**config.mk**
```make
export PLATFORM = sky130hd
export DESIGN_NAME = spr_write_ctrl
export DESIGN_NICKNAME = d
export VERILOG_FILES = /design/src/rtl/spr_write_ctrl.sv
export SDC_FILE = /design/constraint.sdc
export NUM_CORES = 1
export LEC_CHECK = 0
export BUFFER_PORTS_ARGS = -buffer_cell sky130_fd_sc_hd__buf_2
export CORE_AREA = 3 3 153 192
export CTS_BUF_LIST = sky130_fd_sc_hd__clkbuf_2 sky130_fd_sc_hd__clkbuf_4 sky130_fd_sc_hd__clkbuf_8
export CTS_CLUSTER_DIAMETER = 60
export DETAILED_ROUTE_END_ITERATION = 10
export DIE_AREA = 0 0 156 195
export MAX_ROUTING_LAYER = met4
export PLACE_DENSITY = 0.82
export SETUP_SLACK_MARGIN = 0.5
export SYNTH_ARGS = -nofsm -noshare
export SYNTH_HDL_FRONTEND = slang
export SYNTH_SLANG_ARGS = --single-unit
export TNS_END_PERCENT = 100
```
**constraint.sdc**
```tcl
create_clock -name clk -period 1.34 [get_ports clk]
set_clock_uncertainty 0.05 [all_clocks]
set_input_delay 0.134 -clock clk [delete_from_list [all_inputs] [get_ports clk]]
set_output_delay 0.134 -clock clk [all_outputs]
set_load 0.05 [all_outputs]
```
**src/rtl/spr_write_ctrl.sv**
```systemverilog
module spr_write_ctrl #(
  parameter int FPU_LEVEL  = 1,
  parameter int STACK_PROT = 1,
  parameter int MMU_LEVEL  = 3,
  parameter int TLB_ACCESS = 2,
  parameter int ADDR_BITS  = 40,
  localparam int UPW = (ADDR_BITS > 32) ? ADDR_BITS - 32 : 1
) (
  input  logic           clk,
  input  logic           rst_n,
  input  logic           wr_valid,
  input  logic [4:0]     wr_sel,
  input  logic [31:0]    wr_data,
  input  logic           wr_ext,
  input  logic           irq_in,
  input  logic           brk_in,
  output logic [31:0]    status_o,
  output logic [31:0]    fp_stat_o,
  output logic [31:0]    stk_lo_o,
  output logic [31:0]    stk_hi_o,
  output logic [31:0]    pid_o,
  output logic [31:0]    zone_o,
  output logic [31:0]    tlb_lo_o,
  output logic [UPW-1:0] tlb_lo_hi_o,
  output logic [31:0]    tlb_hi_o,
  output logic [31:0]    tlb_idx_o,
  output logic [31:0]    tlb_srch_o,
  output logic           err_o,
  output logic           irq_accept_o,
  output logic           brk_accept_o,
  output logic           irq_block_o,
  output logic           brk_block_o
);

  localparam logic [4:0] S_STAT = 5'd0,  S_PC   = 5'd1,  S_FPS  = 5'd6,
                         S_SLO  = 5'd7,  S_SHI  = 5'd8,  S_PID  = 5'd9,
                         S_ZONE = 5'd10, S_TLO  = 5'd11, S_THI  = 5'd12,
                         S_TIDX = 5'd13, S_TSR  = 5'd14, S_VER0 = 5'd16,
                         S_VERN = 5'd28;
  localparam bit HAS_FPS  = FPU_LEVEL > 0;
  localparam bit HAS_STK  = STACK_PROT == 1;
  localparam bit HAS_TLB  = MMU_LEVEL > 1;
  localparam bit HAS_TACC = HAS_TLB && (TLB_ACCESS > 1);
  localparam bit EXT_OK   = (MMU_LEVEL == 3) && (ADDR_BITS > 32);

  logic           base_ok, wr_ok, commit;
  logic           stage_v, pend_v;
  logic [31:0]    stage_d;
  logic [UPW-1:0] pend_d;

  always_comb begin
    case (wr_sel)
      S_STAT:               base_ok = 1'b1;
      S_FPS:                base_ok = HAS_FPS;
      S_SLO, S_SHI:         base_ok = HAS_STK;
      S_PID, S_ZONE, S_TSR: base_ok = HAS_TACC;
      S_TLO:                base_ok = HAS_TLB && (!EXT_OK || wr_ext || pend_v);
      S_THI, S_TIDX:        base_ok = HAS_TLB;
      default:              base_ok = 1'b0;
    endcase
  end

  assign wr_ok  = base_ok && (!wr_ext || (wr_sel == S_TLO && EXT_OK));
  assign commit = wr_valid && wr_ok && !wr_ext;

  always_ff @(posedge clk or negedge rst_n) begin
    if (!rst_n) begin
      err_o <= 1'b0;  stage_v <= 1'b0;  stage_d <= '0;
      pend_v <= 1'b0; pend_d <= '0;     status_o <= '0;
      fp_stat_o <= '0; stk_lo_o <= '0;  stk_hi_o <= '0;
      pid_o <= '0;    zone_o <= '0;     tlb_lo_o <= '0;
      tlb_lo_hi_o <= '0; tlb_hi_o <= '0; tlb_idx_o <= '0;
      tlb_srch_o <= '0;
    end else begin
      err_o   <= wr_valid && !wr_ok;
      stage_v <= commit && (wr_sel == S_STAT);
      stage_d <= wr_data;
      if (stage_v) status_o <= stage_d;
      if (wr_valid) begin
        pend_v <= wr_ok && wr_ext;
        if (wr_ext) pend_d <= wr_data[UPW-1:0];
      end
      if (commit) begin
        case (wr_sel)
          S_FPS:  fp_stat_o  <= wr_data;
          S_SLO:  stk_lo_o   <= wr_data;
          S_SHI:  stk_hi_o   <= wr_data;
          S_PID:  pid_o      <= wr_data;
          S_ZONE: zone_o     <= wr_data;
          S_TLO: begin
            tlb_lo_o <= wr_data;
            if (EXT_OK) tlb_lo_hi_o <= pend_d;
          end
          S_THI:  tlb_hi_o   <= wr_data;
          S_TIDX: tlb_idx_o  <= wr_data;
          S_TSR:  tlb_srch_o <= wr_data;
          default: ;
        endcase
      end
    end
  end

  assign brk_block_o  = status_o[1] | status_o[2];
  assign irq_block_o  = ~status_o[0] | brk_block_o;
  assign irq_accept_o = irq_in & ~irq_block_o;
  assign brk_accept_o = brk_in & ~brk_block_o;


  stat_late_chk: assert property (@(posedge clk) disable iff (!rst_n)
    (status_o != $past(status_o)) |-> $past(wr_valid && wr_sel == S_STAT && !wr_ext, 2));


  ie_clear_chk: assert property (@(posedge clk) disable iff (!rst_n)
    $past(wr_valid && wr_sel == S_STAT && !wr_ext && !wr_data[0], 2) |-> !irq_accept_o);


  hold_brk_chk: assert property (@(posedge clk) disable iff (!rst_n)
    $past(wr_valid && wr_sel == S_STAT && !wr_ext && (wr_data[1] || wr_data[2]), 2)
      |-> (!brk_accept_o && !irq_accept_o));


  err_src_chk: assert property (@(posedge clk) disable iff (!rst_n)
    err_o |-> $past(wr_valid));


  prot_reject_chk: assert property (@(posedge clk) disable iff (!rst_n)
    (wr_valid && ((wr_sel >= S_PC && wr_sel < S_FPS) || (wr_sel >= S_VER0 && wr_sel <= S_VERN)))
      |=> err_o);


  ext_hold_chk: assert property (@(posedge clk) disable iff (!rst_n)
    (wr_valid && wr_ext) |=> ($stable(tlb_lo_o) && $stable(tlb_lo_hi_o)));

endmodule

```
======== Yosys cells after proc, flatten, opt, wreduce, memory -nomap -nowiden ========
Index checks and enable logic that the tools add are counted.
word-level totals
  flip-flop bits (word level) ............. 371
  input bits .............................. 43
  output and inout port bits .............. 333
  logic and storage cells ................. 55
operators by class
  equality and inequality tests ........... 9
  multiplexer cells ....................... 1
  bitwise operators ....................... 7
  reduce and logical (&&, ||, !) cells .... 22
operators with widths
  kind                                                             number
  5-bit by 4-bit == test with 1-bit output, second input constant  7
  2-bit AND reduction                                              10
  5-bit by 3-bit == test with 1-bit output, second input constant  2
  9-bit OR reduction                                               1
  1-bit logical AND                                                6
  5-bit zero test                                                  1
  1-bit inverter                                                   3
  1-bit AND                                                        2
  1-bit zero test                                                  2
  1-bit logical OR                                                 2
  1-bit OR                                                         2
  1-bit case mux with 2 select lines                               1

======== Logic depth before layout (Yosys ltp) ========
  word-level depth ........................ 7
  gate-level depth with buffers ........... 7
  mapped depth without buffers ............ 4

======== Worst setup path before layout ========
OpenSTA, ideal clock, no wires.
  path type ............................... input -> register
  from .................................... in wr_sel[2]
  to ...................................... reg tlb_hi_o[10]
  library setup time ...................... 125 ps
  arrival ................................. 1297 ps
  required time ........................... 1165 ps
  slack ................................... -132 ps
  stages on the path ...................... 7
  buffers on the path ..................... 3
  path through ............................ clkbuf_2 > nand2_1 > nor2_1 > and2_1 > clkbuf_1 > buf_4 > mux2_2
between the ends
  word-level cells in the longest chain between the ends .. 7
  elaborated cells between the ends (all ways) .. 17
  classes of those cells .................. eq/ne: 9; mux: 1; reduce/logical: 7
RTL lines
  item                                                              line  text
  from (decl)                                                       12    input logic [4:0] wr_sel,
  5-bit by 4-bit == test with 1-bit output (tied with other cells)  52    case (wr_sel)
  9-bit OR reduction (no line)                                      -
  1-bit case mux with 2 select lines                                52
  1-bit logical AND                                                 63    assign wr_ok = base_ok && (!wr_ext || (wr_sel == S_TLO && EXT_OK));
  1-bit logical AND (2 in a row)                                    64    assign commit = wr_valid && wr_ok && !wr_ext;
  2-bit AND reduction (no line) *                                   -
  to (signal assigned)                                              94    S_THI: tlb_hi_o <= wr_data;
  to (decl)                                                         25    output logic [31:0] tlb_hi_o,
Every way passes the cells marked *; elsewhere a longest branch is shown, timed or not.
A chain may end at the register's enable or synchronous reset.

======== Final worst setup path ========
  from .................................... reg status_o[2]
  to ...................................... out irq_accept_o
between the ends
  word-level cells in the longest chain between the ends .. 4
RTL lines
  item                    line  text
  from (decl)             17    output logic [31:0] status_o,
  from (signal assigned)  78    if (stage_v) status_o <= stage_d;
  1-bit OR                103   assign brk_block_o = status_o[1] | status_o[2];
  1-bit OR                104   assign irq_block_o = ~status_o[0] | brk_block_o;
  1-bit inverter          105   assign irq_accept_o = irq_in & ~irq_block_o;
  1-bit AND               105
  to (decl)               29    output logic irq_accept_o,
No other way between the ends.

==> flow_metrics.env <==
export IMPL_netlist_area_sq_um=13500
export IMPL_fillers=1193
export IMPL_cellLeakagePower_nw=11.7
export IMPL_start_util_pct=48.7
export IMPL_ys_ff_latch=371
export IMPL_place_inst=1523
export IMPL_track_usage_pct=33.3
export IMPL_core_area_sq_um=27700
export IMPL_worstMarginPinSlew_ns=0.383
export IMPL_critPathMaxStageDelay_ns=0.42
export IMPL_first_global_vias=11219
export IMPL_wirelength_microns=55300
export IMPL_fin_nets=1500
export IMPL_pre_cts_ws_ns=-0.277
export IMPL_fmax_ghz=0.574
export IMPL_via_count=10476
export IMPL_status="finished with violations"
export IMPL_setup_violations=323
export IMPL_synthCells=788
export IMPL_async_flop_share_pct=100
export IMPL_drv_cap=0
export IMPL_vias_per_cell=5.67
export IMPL_drt_initial_drc_count=561
export IMPL_hold_class="primary input to register"
export IMPL_synth_common_cells="dfrtp_1 (371), mux2_2 (333), buf_2 (25), buf_1 (11), nor2_1 (8)"
export IMPL_cp_arrival_ns=1.56
export IMPL_synth_nets=831
export IMPL_num_rows=68
export IMPL_violations="negative hold slack, negative setup slack"
export IMPL_post_route_util_pct=81.4
export IMPL_htreeDepth=2
export IMPL_fin_crit_sh_pct=130
export IMPL_post_drt_wl_per_cell_microns=29.9
export IMPL_yosys_top_cells_area="dfrtp_1 (69%), mux2_2 (28%), buf_2 (0.93%), buf_1 (0.31%), mux2_1 (0.25%)"
export IMPL_final_hold_violation_count=17
export IMPL_synth_warnings=0
export IMPL_cp_start_kind="register"
export IMPL_root_buffer="clkbuf_8"
export IMPL_crit_fanout=4
export IMPL_clock_latency_ns=0.63
export IMPL_postPlaceCellArea_sq_um=16500
export IMPL_hold_ws_ns=-0.0608
export IMPL_r2r_end="tlb_lo_hi_o[3]"
export IMPL_path_cells="nor2_4 -> and3_4 -> buf_8"
export IMPL_grt_pass1_wl_microns=72700
export IMPL_area_growth_pct=66.9
export IMPL_holdPathStages=5
export IMPL_period_minus_slack_ns=1.74
export IMPL_numPortBuffers=375
export IMPL_min_delay_start="wr_ext"
export IMPL_synth_seq_area_share_pct=68.9
export IMPL_worst_slack_ns=-0.402
export IMPL_antenna_found_initial=4
export IMPL_synth_ff_type="dfrtp_1"
export IMPL_cts_clk_slew_worst_paths_ns=0.08
export IMPL_synth_edff_count=0
export IMPL_die_area_sq_um=30400
export IMPL_pwr_density_cell_nw_per_um2=1580
export IMPL_cts_tree="yes"
export IMPL_cp_required_ns=1.16
export IMPL_synth_distinct_cells=25
export IMPL_p_total_mw=35.5
export IMPL_drive_above_1_share_pct=72.0
export IMPL_dieHeight_microns=195
export IMPL_holdBufCountCts=38
export IMPL_final_max_slew_viol_count=0
export IMPL_clkSinkCount=371
export IMPL_synth_most_common_cell="dfrtp_1"
export IMPL_rrSetupSlack_ns=-0.33
export IMPL_worstSetupPathType="register to primary output"
export IMPL_yosys_area_top_type="dfrtp_1"
export IMPL_die_width_microns=156
export IMPL_design_area_sq_um=22500
export IMPL_r2r_start="pend_v"
export IMPL_clockBufferDepth=3
export IMPL_worst_path_max_delay_cell="dfrtp_2"
export IMPL_tns_ns=-24.23
export IMPL_fin_cells=1849
export IMPL_postRouteAntennaNets=0
export IMPL_grt_overflow=0
export IMPL_grt_setup_unrepaired="yes"
export IMPL_place_hpwl_microns=25000
export IMPL_gp_congestion=0.823
export IMPL_ir_drop_mv=1.45
export IMPL_cts_made_buffers=54
export IMPL_ios=376
export IMPL_r2r_cells=7
export IMPL_grt_max_degree=63
export IMPL_holdPathEnd="err_o"
export IMPL_avgSynthCellArea_sq_um=17.1
export IMPL_relSlewSlack_pct=74.4
export IMPL_worstSetupEndpointType="primary output"
export IMPL_synth_top_area_share_pct=68.9
export IMPL_drtPass1Iterations=5
export IMPL_drc_errors=0
==> state kept, by name, indices dropped and copies added (netlist names), 8 cells and up <==
name and cells:
pid_o 32, tlb_hi_o 32, stk_lo_o 32, tlb_lo_o 32, fp_stat_o 32, tlb_srch_o 32
tlb_lo_hi_o 8, pend_d 8, tlb_idx_o 32, stk_hi_o 32, zone_o 32, stage_d 32
status_o 32
==> final cells by class <==
class                   instances  area [sq um]  area share (%)
diodes                          4          10.0          0.0445
clock buffers                  87          1070            4.74
clock inverters                 7          45.0           0.200
inverters                       2          7.51          0.0334
multi-input cells             373          4550            20.2
flip-flops and latches        371          9290            41.3
well taps                     350           438            1.95
repair buffers                655          7080            31.5
==> report_power, final <==
group          total [mW]  switching, mW  internal [mW]
clock                9.79           4.76           5.03
combinational        11.9           7.03           4.83
sequential           13.9           1.27           12.6
==> worst max-delay path, delay by kind of cell (launching register included) <==
family	cells	cell delay (ns)
buf+inv	1	0.14
flops	1	0.42
simple gates	2	0.37
==> cell usage in the layout (no fill, tap or decap), types with 6 or more instances in the layout <==
cell type	instances
buf_2	39
dlygate4sd3_1	35
buf_12	32
buf_8	7
dfrtp_1	366
buf_6	388
buf_4	137
buf_16	8
mux2_4	109
clkbuf_16	6
mux2_2	227
clkbuf_4	22
clkbuf_8	66
==> worst max-delay path by stage <==
stage / startpoint / endpoint / cells after the start
4_1_cts: status_o[2] / irq_accept_o / 3
2_1_floorplan: pend_v / tlb_lo_hi_o[0] / 5
3_3_place_gp: wr_ext / tlb_lo_hi_o[5] / 6
3_5_place_dp: wr_ext / tlb_lo_hi_o[5] / 6
6_report: status_o[2] / irq_accept_o / 3
5_1_grt: status_o[2] / irq_accept_o / 3
==> cell families after synthesis <==
family	after synthesis	synth area share [%]
DFF	371	68.9
AOI/OAI and AO/OA	4	0.204
muxes	336	28.1
and+or+nand+nor	33	1.28
buffers and inverters	44	1.55
==> per-layer routing <==
metal	track usage, %	vias to the layer above	share of wire (%)
li1	-	4124	-
met5	-	-	0
met3	7.47	265	7.0
met4	18.3	0	7.4
met1	36.0	5452	33
met2	56.4	635	52
==> repair_timing <==
action	CTS	global route
hold endpoints to repair	701	9
resized for setup	747	107
pin swaps	5	5
buffers inserted	87	89
gates cloned	8	6
setup endpoints to repair	597	668
Note: power is estimated with default switching activity, not from simulation.
